$ cat src/rtl/freq_cfg_pkg.sv
package freq_cfg_pkg;

  // Decoded bus access handed from control to datapath
  typedef struct packed {
    logic       hitWord;   // address falls in the word region
    logic       hitSel;    // address is the selector register
    logic       wordWe;    // accepted write into a word byte
    logic [7:0] wordIdx;   // word index of the address
    logic [7:0] byteIdx;   // byte offset inside the word
  } cfgStrobe_t;

endpackage

$ cat src/rtl/freq_cfg_ctrl.sv
module freq_cfg_ctrl
  import freq_cfg_pkg::*;
#(
  parameter int NUM_WORDS   = 4,
  parameter int BPW         = 6,
  parameter int WORD_BASE   = 'h10,
  parameter int SEL_ADDR    = 'h40,
  parameter int SEL_W       = $clog2(NUM_WORDS),
  parameter logic [SEL_W-1:0] DEFAULT_SEL = '0
) (
  input  logic             clk,
  input  logic             rst_n,
  input  logic [7:0]       busAddr,
  input  logic [SEL_W-1:0] selData,
  input  logic             busWrEn,
  input  logic             busStop,
  output cfgStrobe_t       strb,
  output logic [SEL_W-1:0] pendSel,
  output logic [SEL_W-1:0] activeSel,
  output logic             reloadReq
);

  localparam int WORD_END = WORD_BASE + NUM_WORDS * BPW;

  logic [7:0] offset;
  logic       inWords;
  logic       inSel;
  logic [7:0] wIdx;
  logic [7:0] bIdx;

  always_comb begin
    inWords = (int'(busAddr) >= WORD_BASE) && (int'(busAddr) < WORD_END);
    inSel   = (int'(busAddr) == SEL_ADDR);
    offset  = busAddr - 8'(WORD_BASE);
    wIdx    = 8'(int'(offset) / BPW);
    bIdx    = 8'(int'(offset) % BPW);
  end

  // Writes aimed at the live word are refused so the output never tears
  always_comb begin
    strb.hitWord = inWords;
    strb.hitSel  = inSel;
    strb.wordIdx = wIdx;
    strb.byteIdx = bIdx;
    strb.wordWe  = busWrEn && inWords && (wIdx != 8'(activeSel));
  end

  // Staged selector: reserved upper bits never reach storage
  always_ff @(posedge clk or negedge rst_n) begin
    if (!rst_n) pendSel <= DEFAULT_SEL;
    else if (busWrEn && inSel) pendSel <= selData;
  end

  // Commit on end of transaction; pulse reload only on a real change
  always_ff @(posedge clk or negedge rst_n) begin
    if (!rst_n) begin
      activeSel <= DEFAULT_SEL;
      reloadReq <= 1'b0;
    end else if (busStop && (pendSel != activeSel)) begin
      activeSel <= pendSel;
      reloadReq <= 1'b1;
    end else begin
      reloadReq <= 1'b0;
    end
  end

endmodule

$ cat src/rtl/freq_cfg_data.sv
module freq_cfg_data
  import freq_cfg_pkg::*;
#(
  parameter int NUM_WORDS = 4,
  parameter int BPW       = 6,
  parameter int SEL_W     = $clog2(NUM_WORDS),
  parameter logic [NUM_WORDS*BPW*8-1:0] DEFAULT_WORDS = '0
) (
  input  logic               clk,
  input  logic               rst_n,
  input  cfgStrobe_t         strb,
  input  logic [7:0]         busWrData,
  input  logic [SEL_W-1:0]   pendSel,
  input  logic [SEL_W-1:0]   activeSel,
  output logic [7:0]         busRdData,
  output logic [BPW*8-1:0]   synthWord
);

  // Byte 0 of each word is the most significant, matching output order
  logic [NUM_WORDS-1:0][0:BPW-1][7:0] cells;
  logic [NUM_WORDS-1:0][BPW*8-1:0]    wordVec;

  always_ff @(posedge clk or negedge rst_n) begin
    if (!rst_n) begin
      cells <= DEFAULT_WORDS;
    end else if (strb.wordWe) begin
      for (int w = 0; w < NUM_WORDS; w++) begin
        for (int b = 0; b < BPW; b++) begin
          if (strb.wordIdx == 8'(w) && strb.byteIdx == 8'(b))
            cells[w][b] <= busWrData;
        end
      end
    end
  end

  for (genvar g = 0; g < NUM_WORDS; g++) begin : gWord
    assign wordVec[g] = cells[g];
  end

  assign synthWord = wordVec[activeSel];

  always_comb begin
    busRdData = 8'h00;
    if (strb.hitWord) begin
      for (int w = 0; w < NUM_WORDS; w++) begin
        for (int b = 0; b < BPW; b++) begin
          if (strb.wordIdx == 8'(w) && strb.byteIdx == 8'(b))
            busRdData = cells[w][b];
        end
      end
    end else if (strb.hitSel) begin
      busRdData = 8'(pendSel);
    end
  end

endmodule

$ cat src/rtl/freq_cfg_bank.sv
module freq_cfg_bank
  import freq_cfg_pkg::*;
#(
  parameter int NUM_WORDS = 4,
  parameter int BPW       = 6,
  parameter int WORD_BASE = 'h10,
  parameter int SEL_ADDR  = 'h40,
  parameter int SEL_W     = $clog2(NUM_WORDS),
  parameter logic [NUM_WORDS*BPW*8-1:0] DEFAULT_WORDS =
    {48'hC1C2C3C4C5C6, 48'hB1B2B3B4B5B6, 48'hA1A2A3A4A5A6, 48'h102030405060},
  parameter logic [SEL_W-1:0] DEFAULT_SEL = 2'd2
) (
  input  logic             clk,
  input  logic             rst_n,
  input  logic [7:0]       busAddr,
  input  logic [7:0]       busWrData,
  input  logic             busWrEn,
  input  logic             busStop,
  output logic [7:0]       busRdData,
  output logic [BPW*8-1:0] synthWord,
  output logic [SEL_W-1:0] activeSel,
  output logic             reloadReq
);

  cfgStrobe_t       strb;
  logic [SEL_W-1:0] pendSel;

  freq_cfg_ctrl #(
    .NUM_WORDS(NUM_WORDS), .BPW(BPW), .WORD_BASE(WORD_BASE),
    .SEL_ADDR(SEL_ADDR), .SEL_W(SEL_W), .DEFAULT_SEL(DEFAULT_SEL)
  ) uCtrl (
    .clk(clk), .rst_n(rst_n), .busAddr(busAddr),
    .selData(busWrData[SEL_W-1:0]), .busWrEn(busWrEn), .busStop(busStop),
    .strb(strb), .pendSel(pendSel), .activeSel(activeSel),
    .reloadReq(reloadReq)
  );

  freq_cfg_data #(
    .NUM_WORDS(NUM_WORDS), .BPW(BPW), .SEL_W(SEL_W),
    .DEFAULT_WORDS(DEFAULT_WORDS)
  ) uData (
    .clk(clk), .rst_n(rst_n), .strb(strb), .busWrData(busWrData),
    .pendSel(pendSel), .activeSel(activeSel),
    .busRdData(busRdData), .synthWord(synthWord)
  );

endmodule

$ cat config.mk
export PLATFORM = sky130hd
export DESIGN_NAME = freq_cfg_bank
export DESIGN_NICKNAME = d
export VERILOG_FILES = /design/src/rtl/freq_cfg_pkg.sv /design/src/rtl/freq_cfg_ctrl.sv /design/src/rtl/freq_cfg_data.sv /design/src/rtl/freq_cfg_bank.sv
export SDC_FILE = /design/constraint.sdc
export NUM_CORES = 1
export LEC_CHECK = 0
export BUFFER_PORTS_ARGS = -buffer_cell sky130_fd_sc_hd__buf_2
export CELL_PAD_IN_SITES_DETAIL_PLACEMENT = 0
export CELL_PAD_IN_SITES_GLOBAL_PLACEMENT = 1
export CORE_MARGIN = 2
export CORE_UTILIZATION = 35
export DETAILED_ROUTE_END_ITERATION = 10
export PLACE_DENSITY_LB_ADDON = 0.05
export SYNTH_ARGS = -nofsm -noshare
export SYNTH_HDL_FRONTEND = slang
export SYNTH_SLANG_ARGS = --single-unit
$ cat constraint.sdc
create_clock -name clk -period 11.95 [get_ports clk]
set_input_delay 0.5975 -clock clk [delete_from_list [all_inputs] [get_ports clk]]
set_output_delay 0.5975 -clock clk [all_outputs]
set_load 0.01 [all_outputs]
==> metrics.csv, run 1 <==
metric;value;unit
status;completed;
final setup violation count;0;
Clk pwr share;38.7;%
worst rel slew slack;15.3;%
Fmax;0.107;GHz
TNS Setup;0;ps
critical path peak fanout;26;
DRT iter0 DRCs;814;
number of max-slew violations in the final report;0;
Chip Height;192;µm
WL/cell;29.8;µm
Hold Violations, Final;0;
Initial Utilization;35.7;%
Reg power frac;45.2;%
synth top area cells;dfrtp_1, dfstp_2, mux2_2;
Die ar.;0.0369;mm²
DRC errors left;0;
Post-CTS Hold Fix Bufs;0;
pin slew with the least headroom to its limit;1260;ps
Total GRT Usage;25.3;%
Max-cap violations;0;
clk sinks;197;
Routed WL;45.5;mm
Setup CP Type;in -> out;
sequential area share after synthesis;40.6;%
via count;9367;
initial antenna violation count;0;
Post-synth ARST share;100;%
syn avg cell area;12.1;µm²
clk buf depth;2;
CTS tree;done;
fin crit period;9350;ps
PD cells;112;mW/mm²
grt ovf;0;
crit start category;input pin;
CP Capture Type;output pin;
worst vdd ir;0.000103;V
Core Area;0.0347;mm²
Ports;79;
TritonCTS Buffers;17;
post-synth top area share;23.6;%
Comb pwr share;16.1;%
Routed Antenna Nets;0;
global placer's final weighted congestion;0.865;
post-CTS setup buffers;0;
worst min-delay path class;in -> async;
largest net degree at the start of global routing;69;
Pint;1.06;mW
H-tree depth;4;
#FFs+latches synth;197;
ANT cells;0;
global-route wire length before repair;67.2;mm
Root Buffer;clkbuf_16;
post-cts resize count;0;
leading area contributor after synthesis;dfrtp_1;
unrepaired setup endpoints after global routing;no;
Main synth FF type;dfrtp_1;
P_leak;5.90;nW
Post-Synthesis Cells;1020;
EDFF count, synth;0;
CTS clk-pin slew, worst paths;80;ps
worst endpoint required time;11350;ps
Vias/cell;6.14;
post-synthesis cell type count;105;
layout cells sized above 1;40.9;%
HPWL after DPL;32.6;mm
site row count;68;
final worst path period share;78.2;%
fin util;39.4;%
Yosys warnings;0;
vias in the first global route;9325;
port buffer count;78;
synthesized area;0.0124;mm²
Layout area overhead;10.6;%
Final #Nets;1086;
Sw Ratio;31.1;%
list of most frequent post-synthesis cells;dfrtp_1, mux2_2, mux2_1;
first drt pass iteration count;7;
NetSw;0.478;mW
syn_nets;1048;
Critical Path AT;8750;ps
latest clock arrival within the worst-skew pair;460;ps
most common cell in the netlist;dfrtp_1;
die width;192;µm
worst clock skew;6.93;ps
-- path summary, 6_finish.rpt --
check                      depth (start not counted)                from  slack (ps)                  to
max                                               28          busAddr[4]        2600        busRdData[1]
min                                                1               rst_n         140    uData.cells[112]
max reg2reg                                        7  uCtrl.activeSel[1]        8590     uData.cells[21]
min reg2reg                                        1      uData.cells[0]         520      uData.cells[0]
max in group asynchronous                          2               rst_n       10470    uData.cells[180]
min in group clk                                   2             busStop         420  uCtrl.activeSel[0]
-- placed cells by master, fill, tap and decap left out, drive strengths merged, types with 7 or more instances in the layout --
cell	n
a211oi	12
o211ai	12
nor3	18
nor2	50
nor4	8
clkbuf	18
mux2	205
mux4	48
a31oi	13
a211o	7
nand4	8
and3	7
inv	20
o22ai	11
o21ai	39
buf	88
ha	8
a22oi	15
nand2b	10
nor2b	8
nand2	58
dfrtp	117
and2	8
mux2i	17
nand3	22
dfstp	80
a221oi	15
a21oi	33
-- critical path, cell delays in order --
cell and delay (ps):
buf_2 430, clkinv_1 490, ha_1 520, xor2_4 290, ha_1 320, nor2b_1 420, a32oi_4 290, a221oi_1 600
a21o_1 250, nand3_2 190, a32oi_4 470, a21o_1 180, mux2_4 190, inv_2 80, ha_1 250, a31oi_1 160
o41ai_1 100, a211oi_1 270, xor2_1 220, mux2i_1 420, or3_4 350, nand2b_1 590, inv_1 150, a222oi_1 370
a21oi_1 110, a21oi_1 110, o21ai_1 120, buf_2 170
-- final cells by class --
class | count | area [µm²]
repair buffers | 89 | 482
flip-flops and latches | 197 | 5030
fillers | 3383 | 21000
clock inverters | 15 | 164
well taps | 455 | 569
inverters | 15 | 58.8
multi-input cells | 738 | 6950
clock buffers | 17 | 425
-- power by group through the flow --
| stage | Combinational (mW) | Sequential [mW] | Clock, mW |
|---|---|---|---|
| floorplan | 0.172 | 0.699 | 0 |
| global placement | 0.250 | 0.706 | 0 |
| detailed placement | 0.246 | 0.706 | 0 |
| CTS | 0.247 | 0.694 | 0.607 |
| global route | 0.266 | 0.696 | 0.630 |
| finish | 0.247 | 0.695 | 0.595 |
-- kinds of logic after synthesis --
logic type | count (synthesis) | share of synthesized area, %
and+or+nand+nor | 222 | 11.0
muxes | 270 | 29.1
AOI/OAI and AO/OA | 230 | 14.5
buffers and inverters | 85 | 3.25
DFF | 197 | 40.6
xor gates and xnor gates | 8 | 0.718
adders and majority gates | 8 | 0.809
-- state kept, by name (all words and copies together) (netlist names) --
name,cells
uData.cells,192
uCtrl.pendSel,2
uCtrl.activeSel,2
uCtrl.reloadReq,1
-- routing by layer --
metal	vias up	GRT usage [%]	wire length, µm
met5	-	0	0
met4	0	6.61	805
met3	41	2.65	1720
met2	290	39.7	21000
met1	4985	37.3	21900
li1	4051	-	-
-- per-stage QoR --
step | cell area, µm² | power [mW] | setup slack, ps | hold WS [ps] | std cells
detailed placement | 13100 | 0.953 | 2720 | 498 | 1494
floorplan | 12400 | 0.872 | 4610 | 302 | 1020
global route | 13700 | 1.59 | 2020 | 169 | 1526
finish | 13700 | 1.54 | 2600 | 136 | 1526
CTS | 13700 | 1.55 | 2700 | 144 | 1526
global placement | 13100 | 0.957 | 2920 | 492 | 1494
(Power assumes the default switching activity.)
==> inputs of run 2 (changes only) <==
--- a/config.mk
+++ b/config.mk
@@ -5,6 +5,7 @@
 export SDC_FILE = /design/constraint.sdc
 export NUM_CORES = 1
 export LEC_CHECK = 0
+export ABC_AREA = 1
 export BUFFER_PORTS_ARGS = -buffer_cell sky130_fd_sc_hd__buf_2
 export CELL_PAD_IN_SITES_DETAIL_PLACEMENT = 0
 export CELL_PAD_IN_SITES_GLOBAL_PLACEMENT = 1
==> constraint.sdc (replaced) <==
create_clock -name clk -period 7.9 [get_ports clk]
set_input_delay 0.395 -clock clk [delete_from_list [all_inputs] [get_ports clk]]
set_output_delay 0.395 -clock clk [all_outputs]
set_load 0.01 [all_outputs]
==> run 2 against run 1 <==
Against the previous run: first-iteration DRC count rose by 30%; clock skew is 8.4 ps higher; routed wire length up 7.8%; synthesized cell count is 52% higher; clock power increased by 60%; die area decreased by 8.1%; critical path depth grew 12; via count rose by 19%; global-route usage grew 4.3 points; worst hold slack improved by 28 ps; non-clock buffer count rose by 3; worst setup slack got worse by 1900 ps; largest cell class unchanged.
==> metrics.csv, run 2 <==
metric;value;unit;change
TNS Setup;0;ps;unchanged
Routed WL;49.0;mm;+7.8%
syn avg cell area;7.31;µm²;-40%
most common cell after layout, fill and taps aside;nand2_1;;
Setup CP Type;in -> out;;
fin crit period;7190;ps;
global-route wire length before repair;72.2;mm;+7.4%
final worst path period share;91.0;%;
Worst path slowest cell;nor2_2;;
P_leak;5.42;nW;-8.1%
synthesized area;0.0114;mm²;-8.2%
largest registers;uData.cells: 192 flops, uCtrl.activeSel: 2 flops, uCtrl.pendSel: 2 flops;;
HPWL after DPL;35.2;mm;+8.0%
initial antenna violation count;1;;+1
global placer's final weighted congestion;0.973;;+13%
worst hold path depth;2;;
vias in the first global route;10200;;+9.8%
WL/cell;24.5;µm;-18%
R2R setup slack;3830;ps;-4760 ps
DRC errors left;0;;unchanged
#FFs+latches synth;197;;unchanged
Min-Delay Endpoint;uCtrl.activeSel[1];;
site row count;65;;-4.4%
Top reg by flops;uData.cells;;
Critical Path AT;6800;ps;-1950 ps
port buffer count;78;;unchanged
leading area contributor after synthesis;dfrtp_1;;
largest net degree at the start of global routing;81;;+17%
multi-input logic area;0.00562;mm²;-19%
unrepaired setup endpoints after global routing;no;;
sequential area share after synthesis;44.3;%;+3.7 points
R2R Path Start;uCtrl.activeSel[1];;
Chip Height;184;µm;-4.1%
Post-synth ARST share;100;%;unchanged
fill count;3451;;+2.0%
CTS clk-pin slew, worst paths;60;ps;-20 ps
CTS tree;done;;
Fmax;0.139;GHz;
total power;2.42;mW;+58%
first drt pass iteration count;5;;-2
EDFF count, synth;0;;unchanged
worst rel slew slack;18.4;%;+3.1 points
Main synth FF type;dfrtp_1;;
post-CTS setup buffers;0;;unchanged
via count;11100;;+19%
TritonCTS Buffers;17;;unchanged
syn_nets;1583;;+51%
crit start category;input pin;;
H-tree depth;4;;unchanged
Final #Nets;1612;;+48%
CP Capture Type;output pin;;
worst clock skew;15.4;ps;+8.43 ps
Vias/cell;5.56;;-9.4%
most common cell in the netlist;nand2_1;;
Worst setup startpoint;busAddr[4];;
list of most frequent post-synthesis cells;nand2_1, o21ai_0, nor2_1;;
DRT iter0 DRCs;1058;;+30%
Hold Violations, Final;0;;unchanged
Initial Utilization;35.8;%;+0.15 points
clk sinks;197;;unchanged
depth of the most critical reg-to-reg path;8;;+1
Routed Antenna Nets;0;;unchanged
latest clock arrival within the worst-skew pair;460;ps;about the same
post-synthesis cell type count;42;;-60%
number of max-slew violations in the final report;0;;unchanged
Die ar.;0.0339;mm²;-8.1%
clk buf depth;2;;unchanged
worst min-delay path class;in -> reg;;
leading cell types in the layout, fill and taps excluded;nand2_1, o21ai_0, nor2_1;;
worst endpoint required time;7510;ps;-3840 ps
critical path's largest stage delay;660;ps;+60 ps
final setup violation count;0;;unchanged
Hold Path Origin;busStop;;
Layout area overhead;11.6;%;
Max-cap violations;0;;unchanged
FF-to-FF End;uData.cells[182];;
layout cells sized above 1;16.7;%;-24 points
status;completed;;
PD cells;191;mW/mm²;+70%
synth top area cells;dfrtp_1, dfstp_2, nand2_1;;
critical path peak fanout;18;;-31%
die width;184;µm;-4.1%
post-synth top area share;25.8;%;+2.1 points
Ports;79;;unchanged
post-cts resize count;0;;unchanged
Post-Synthesis Cells;1555;;+52%
Crit path top cell by count;nand2_1;;
max FFs per register;192;;unchanged
Yosys warnings;0;;unchanged
grt ovf;0;;unchanged
Core Area;0.0317;mm²;-8.6%
Total GRT Usage;29.6;%;+4.3 points
worst vdd ir;0.000163;V;+58%
sequential cell area;0.00503;mm²;about the same
Root Buffer;clkbuf_16;;
pin slew with the least headroom to its limit;1220;ps;-36.4 ps
-- run 2: changes by cell type after synthesis, sizes merged, moves of 54 or more --
cell and delta:
mux2 -205, nand4 +54, o21ai +264, inv +87
nand2 +392, nor2 +129
-- run 2: cell families after synthesis --
logic type | Yosys count | share of synthesized area (%)
xor+xnor | 7 | 0.540
fa+ha+maj | 8 | 0.881
compound gates | 404 | 18.4
simple gates | 755 | 29.6
buf+inv | 184 | 6.27
flops | 197 | 44.3
-- run 2: worst max-delay path: cells and delay by family --
family | cells | cell delay, ps
AND/OR/NAND/NOR | 31 | 4650
AO/OA/AOI/OAI | 1 | 330
buffers and inverters | 6 | 820
adder cells (fa/ha/maj) | 2 | 570
-- run 2: per-layer routing --
metal / track usage (%) / part of all wire [%] / wire length [µm] / up-vias
met5: 0 / 0 / 0 / -
met4: 6.53 / 1.5 / 748 / 0
met3: 4.70 / 7.1 / 3480 / 35
met2: 44.5 / 44 / 21400 / 424
met1: 44.5 / 48 / 23300 / 5438
li1: - / - / - / 5220
-- run 2: what timing repair did --
action	4_1_cts	5_1_grt
hold endpoints to repair	34	0
hold buffers	1	0
endpoints found under the setup margin	0	0
-- run 2: power by group --
group	total [mW]	switching, mW	internal (mW)	leakage [nW]
sequential	1.02	0.00659	1.01	2.46
combinational	0.450	0.329	0.122	2.65
clock	0.953	0.418	0.535	0.308
total	2.42	0.753	1.67	5.42
-- run 2: final cells by class --
| class | instances | area share (%) |
|---|---|---|
| well taps | 402 | 3.97 |
| repair buffers | 92 | 4.00 |
| clock inverters | 10 | 1.13 |
| diodes | 1 | 0.0197 |
| inverters | 102 | 3.03 |
| flip-flops and latches | 197 | 39.7 |
| multi-input cells | 1174 | 44.3 |
| clock buffers | 22 | 3.82 |
-- run 2: through the flow --
stage | setup slack, ps | instances | hold slack [ps] | instance area (µm²) | utilization, %
after floorplan | 2740 | 1555 | 99.4 | 11400 | -
after global placement | 800 | 1966 | 449 | 12000 | 37.9
after detailed placement | 756 | 1966 | 449 | 12000 | 37.9
after CTS | 739 | 1999 | 144 | 12700 | 39.9
after global routing | 70.6 | 1999 | 158 | 12700 | 39.9
final | 709 | 2000 | 163 | 12700 | 40.0
-- run 2: worst max path at each step --
stage                     slack (ps)           end
after global routing              70  busRdData[1]
final                            710  busRdData[1]
after CTS                        740  busRdData[1]
after floorplan                 2740  busRdData[4]
after global placement           800  busRdData[1]
after detailed placement         760  busRdData[1]
==> inputs of run 3 (changes only) <==
--- a/config.mk
+++ b/config.mk
@@ -13,6 +13,8 @@
 export CORE_UTILIZATION = 35
 export DETAILED_ROUTE_END_ITERATION = 10
 export PLACE_DENSITY_LB_ADDON = 0.05
+export SLEW_MARGIN = 0
 export SYNTH_ARGS = -nofsm -noshare
 export SYNTH_HDL_FRONTEND = slang
+export SYNTH_HIERARCHICAL = 1
 export SYNTH_SLANG_ARGS = --single-unit
==> run 3 against run 2 <==
Against the previous run: clock skew fell by 1.7 ps; clock power fell by 0.8%; non-clock buffer count rose by 3; critical path depth rose by 11; worst setup slack improved by 170 ps; total power fell by 1.6%; routed wire length rose by 0.32%; cell area rose by 4.2%; sequential share of layout area fell by 1.6 points.
==> metrics.csv, run 3 <==
metric;value;unit;change
die width;188;µm;+2.2%
critical path peak fanout;14;;-4
Critical Path AT;6630;ps;-170 ps
worst clock skew;13.7;ps;-1.68 ps
first drt pass iteration count;5;;unchanged
Compound-Gate Fraction of Synth Area;18.9;%;+0.49 points
fin crit period;7020;ps;-170 ps
CTS clk-pin slew, worst paths;70;ps;about the same
H-tree depth;4;;unchanged
clk sinks;197;;unchanged
#FFs+latches synth;197;;unchanged
final instance area;0.0132;mm²;+4.2%
synthesized area;0.0119;mm²;+4.4%
post-cts resize count;0;;unchanged
crit start category;input pin;;
worst hold path depth;2;;unchanged
list of most frequent post-synthesis cells;nand2_1, o21ai_0, inv_1;;
global-route wire length before repair;73.4;mm;+1.7%
syn avg cell area;7.27;µm²;-0.42%
R2R Path Start;uCtrl/activeSel[0];;
P_leak;5.89;nW;+8.7%
Worst path slowest cell;or2_1;;
CP Capture Type;output pin;;
port buffer count;78;;unchanged
Fmax;0.142;GHz;+2.4%
TritonCTS Buffers;17;;unchanged
Max-cap violations;0;;unchanged
via count;11200;;+0.76%
largest net degree at the start of global routing;88;;+8.6%
Initial Utilization;35.5;%;-0.34 points
WL/cell;23.2;µm;-5.5%
worst rel slew slack;25.7;%;+7.2 points
final setup violation count;0;;unchanged
Die ar.;0.0354;mm²;+4.4%
Hold Violations, Final;0;;unchanged
post-synthesis adder-cell area fraction;0.844;%;-0.038 points
main combinational cell family by area after synthesis;simple AND/OR/NAND/NOR gates;;
layout cells sized above 1;17.2;%;+0.46 points
depth of the most critical reg-to-reg path;10;;+2
Hold Path Origin;busStop;;
vias in the first global route;10900;;+6.5%
final worst path period share;88.9;%;-2.2 points
post-synth top area share;24.7;%;-1.1 points
HPWL after DPL;35.7;mm;+1.7%
number of max-slew violations in the final report;0;;unchanged
Root Buffer;clkbuf_16;;
worst vdd ir;0.000166;V;+1.9%
Post-CTS Hold Fix Bufs;1;;unchanged
Routed Antenna Nets;0;;unchanged
global placer's final weighted congestion;0.874;;-10%
PD cells;180;mW/mm²;-5.7%
worst min-delay path class;in -> reg;;
grt ovf;0;;unchanged
Core Area;0.0334;mm²;+5.5%
latest clock arrival within the worst-skew pair;450;ps;about the same
leading cell types in the layout, fill and taps excluded;nand2_1, o21ai_0, inv_1;;
site row count;67;;+3.1%
Setup CP Type;in -> out;;
R2R setup slack;4360;ps;+530 ps
CTS tree;done;;
post-CTS setup buffers;0;;unchanged
synth top area cells;dfrtp_1, dfstp_2, nand2_1;;
Ports;79;;unchanged
Post-Synthesis Cells;1631;;+4.9%
leading area contributor after synthesis;dfrtp_1;;
pin slew with the least headroom to its limit;1110;ps;-108 ps
simple-gate share of the synthesized area;28.4;%;-1.2 points
Post-synth ARST share;100;%;unchanged
most common cell in the netlist;nand2_1;;
Yosys warnings;6;;+6
initial antenna violation count;1;;unchanged
Final #Nets;1691;;+4.9%
Layout area overhead;11.3;%;
placed cells;2091;;+6.4%
ANT cells;0;;-1
max FFs per register;192;;unchanged
status;completed;;
Chip Height;188;µm;+2.2%
TNS Setup;0;ps;unchanged
clk buf depth;2;;unchanged
final std cells w/o fill;2124;;+6.2%
unrepaired setup endpoints after global routing;no;;
Routed WL;49.2;mm;+0.32%
Vias/cell;5.27;;-5.1%
largest registers;uData/cells: 192 flops, uCtrl/activeSel: 2 flops, uCtrl/pendSel: 2 flops;;
Crit path top cell by count;nand2_1;;
sequential area share after synthesis;42.4;%;-1.9 points
worst endpoint required time;7510;ps;about the same
Min-Delay Endpoint;uCtrl/activeSel[0];;
post-synthesis mux area share;0.285;%;+0.28 points
most common cell after layout, fill and taps aside;nand2_1;;
critical path's largest stage delay;290;ps;-370 ps
xor/xnor share of the synthesized area;0.728;%;+0.19 points
Total GRT Usage;28.4;%;-1.2 points
post-synthesis cell type count;57;;+36%
Placed Area;0.0126;mm²;+4.5%
EDFF count, synth;0;;unchanged
FF-to-FF End;uData/cells[43];;
Top reg by flops;uData/cells;;
fin util;39.5;%;-0.46 points
Main synth FF type;dfrtp_1;;
DRT iter0 DRCs;1061;;+0.28%
DRC errors left;0;;unchanged
## run 3: metal layers
metal	global-route usage, %	part of all wire, %	vias up
met2	44.8	45	370
met5	0	0	-
met1	41.1	47	5414
li1	-	-	5377
met4	6.51	1.8	0
met3	4.04	5.6	41
## run 3: power breakdown
group	internal (mW)	total, mW	switching (mW)
registers	1.01	1.02	0.00387
logic	0.117	0.423	0.306
clock network	0.508	0.945	0.437
total	1.64	2.38	0.747
## run 3: worst max-delay path by stage
stage,from,cells past startpoint,end
after floorplan,busAddr[4],45,busRdData[2]
after global placement,busAddr[4],49,busRdData[6]
after detailed placement,busAddr[4],49,busRdData[6]
after CTS,busAddr[4],49,busRdData[6]
after global routing,busAddr[4],49,busRdData[6]
final,busAddr[4],51,busRdData[3]
## run 3: final cells by class
class / instances / area [µm²]
Fill cell: 3622 / 20200
Timing Repair Buffer: 95 / 529
Inverter: 165 / 628
Multi-Input combinational cell: 1187 / 5840
Sequential cell: 197 / 5030
Clock inverter: 15 / 195
Clock buffer: 17 / 425
Tap cell: 448 / 561
## run 3: critical path, delay by kind of cell
kind	cells	cell delay, ps
adders and majority gates	3	600
and+or+nand+nor	33	3880
buffers and inverters	12	1310
AOI/OAI and AO/OA	3	430
## run 3: kinds of logic (layout without fill, tap and decap cells)
group / Yosys count / in the layout
other: 1 / 2
buffers and inverters: 248 / 292
muxes: 3 / 3
and+or+nand+nor: 749 / 749
DFF: 197 / 197
AOI/OAI and AO/OA: 416 / 416
adders and majority gates: 8 / 8
xor gates and xnor gates: 9 / 9
## run 3: per-stage QoR
stage	power [mW]	setup slack (ps)	hold WS [ps]
6_report	2.38	879	191
5_1_grt	2.49	268	182
4_1_cts	2.41	837	167
3_5_place_dp	1.46	875	427
3_3_place_gp	1.46	856	423
2_1_floorplan	1.31	2490	99.4
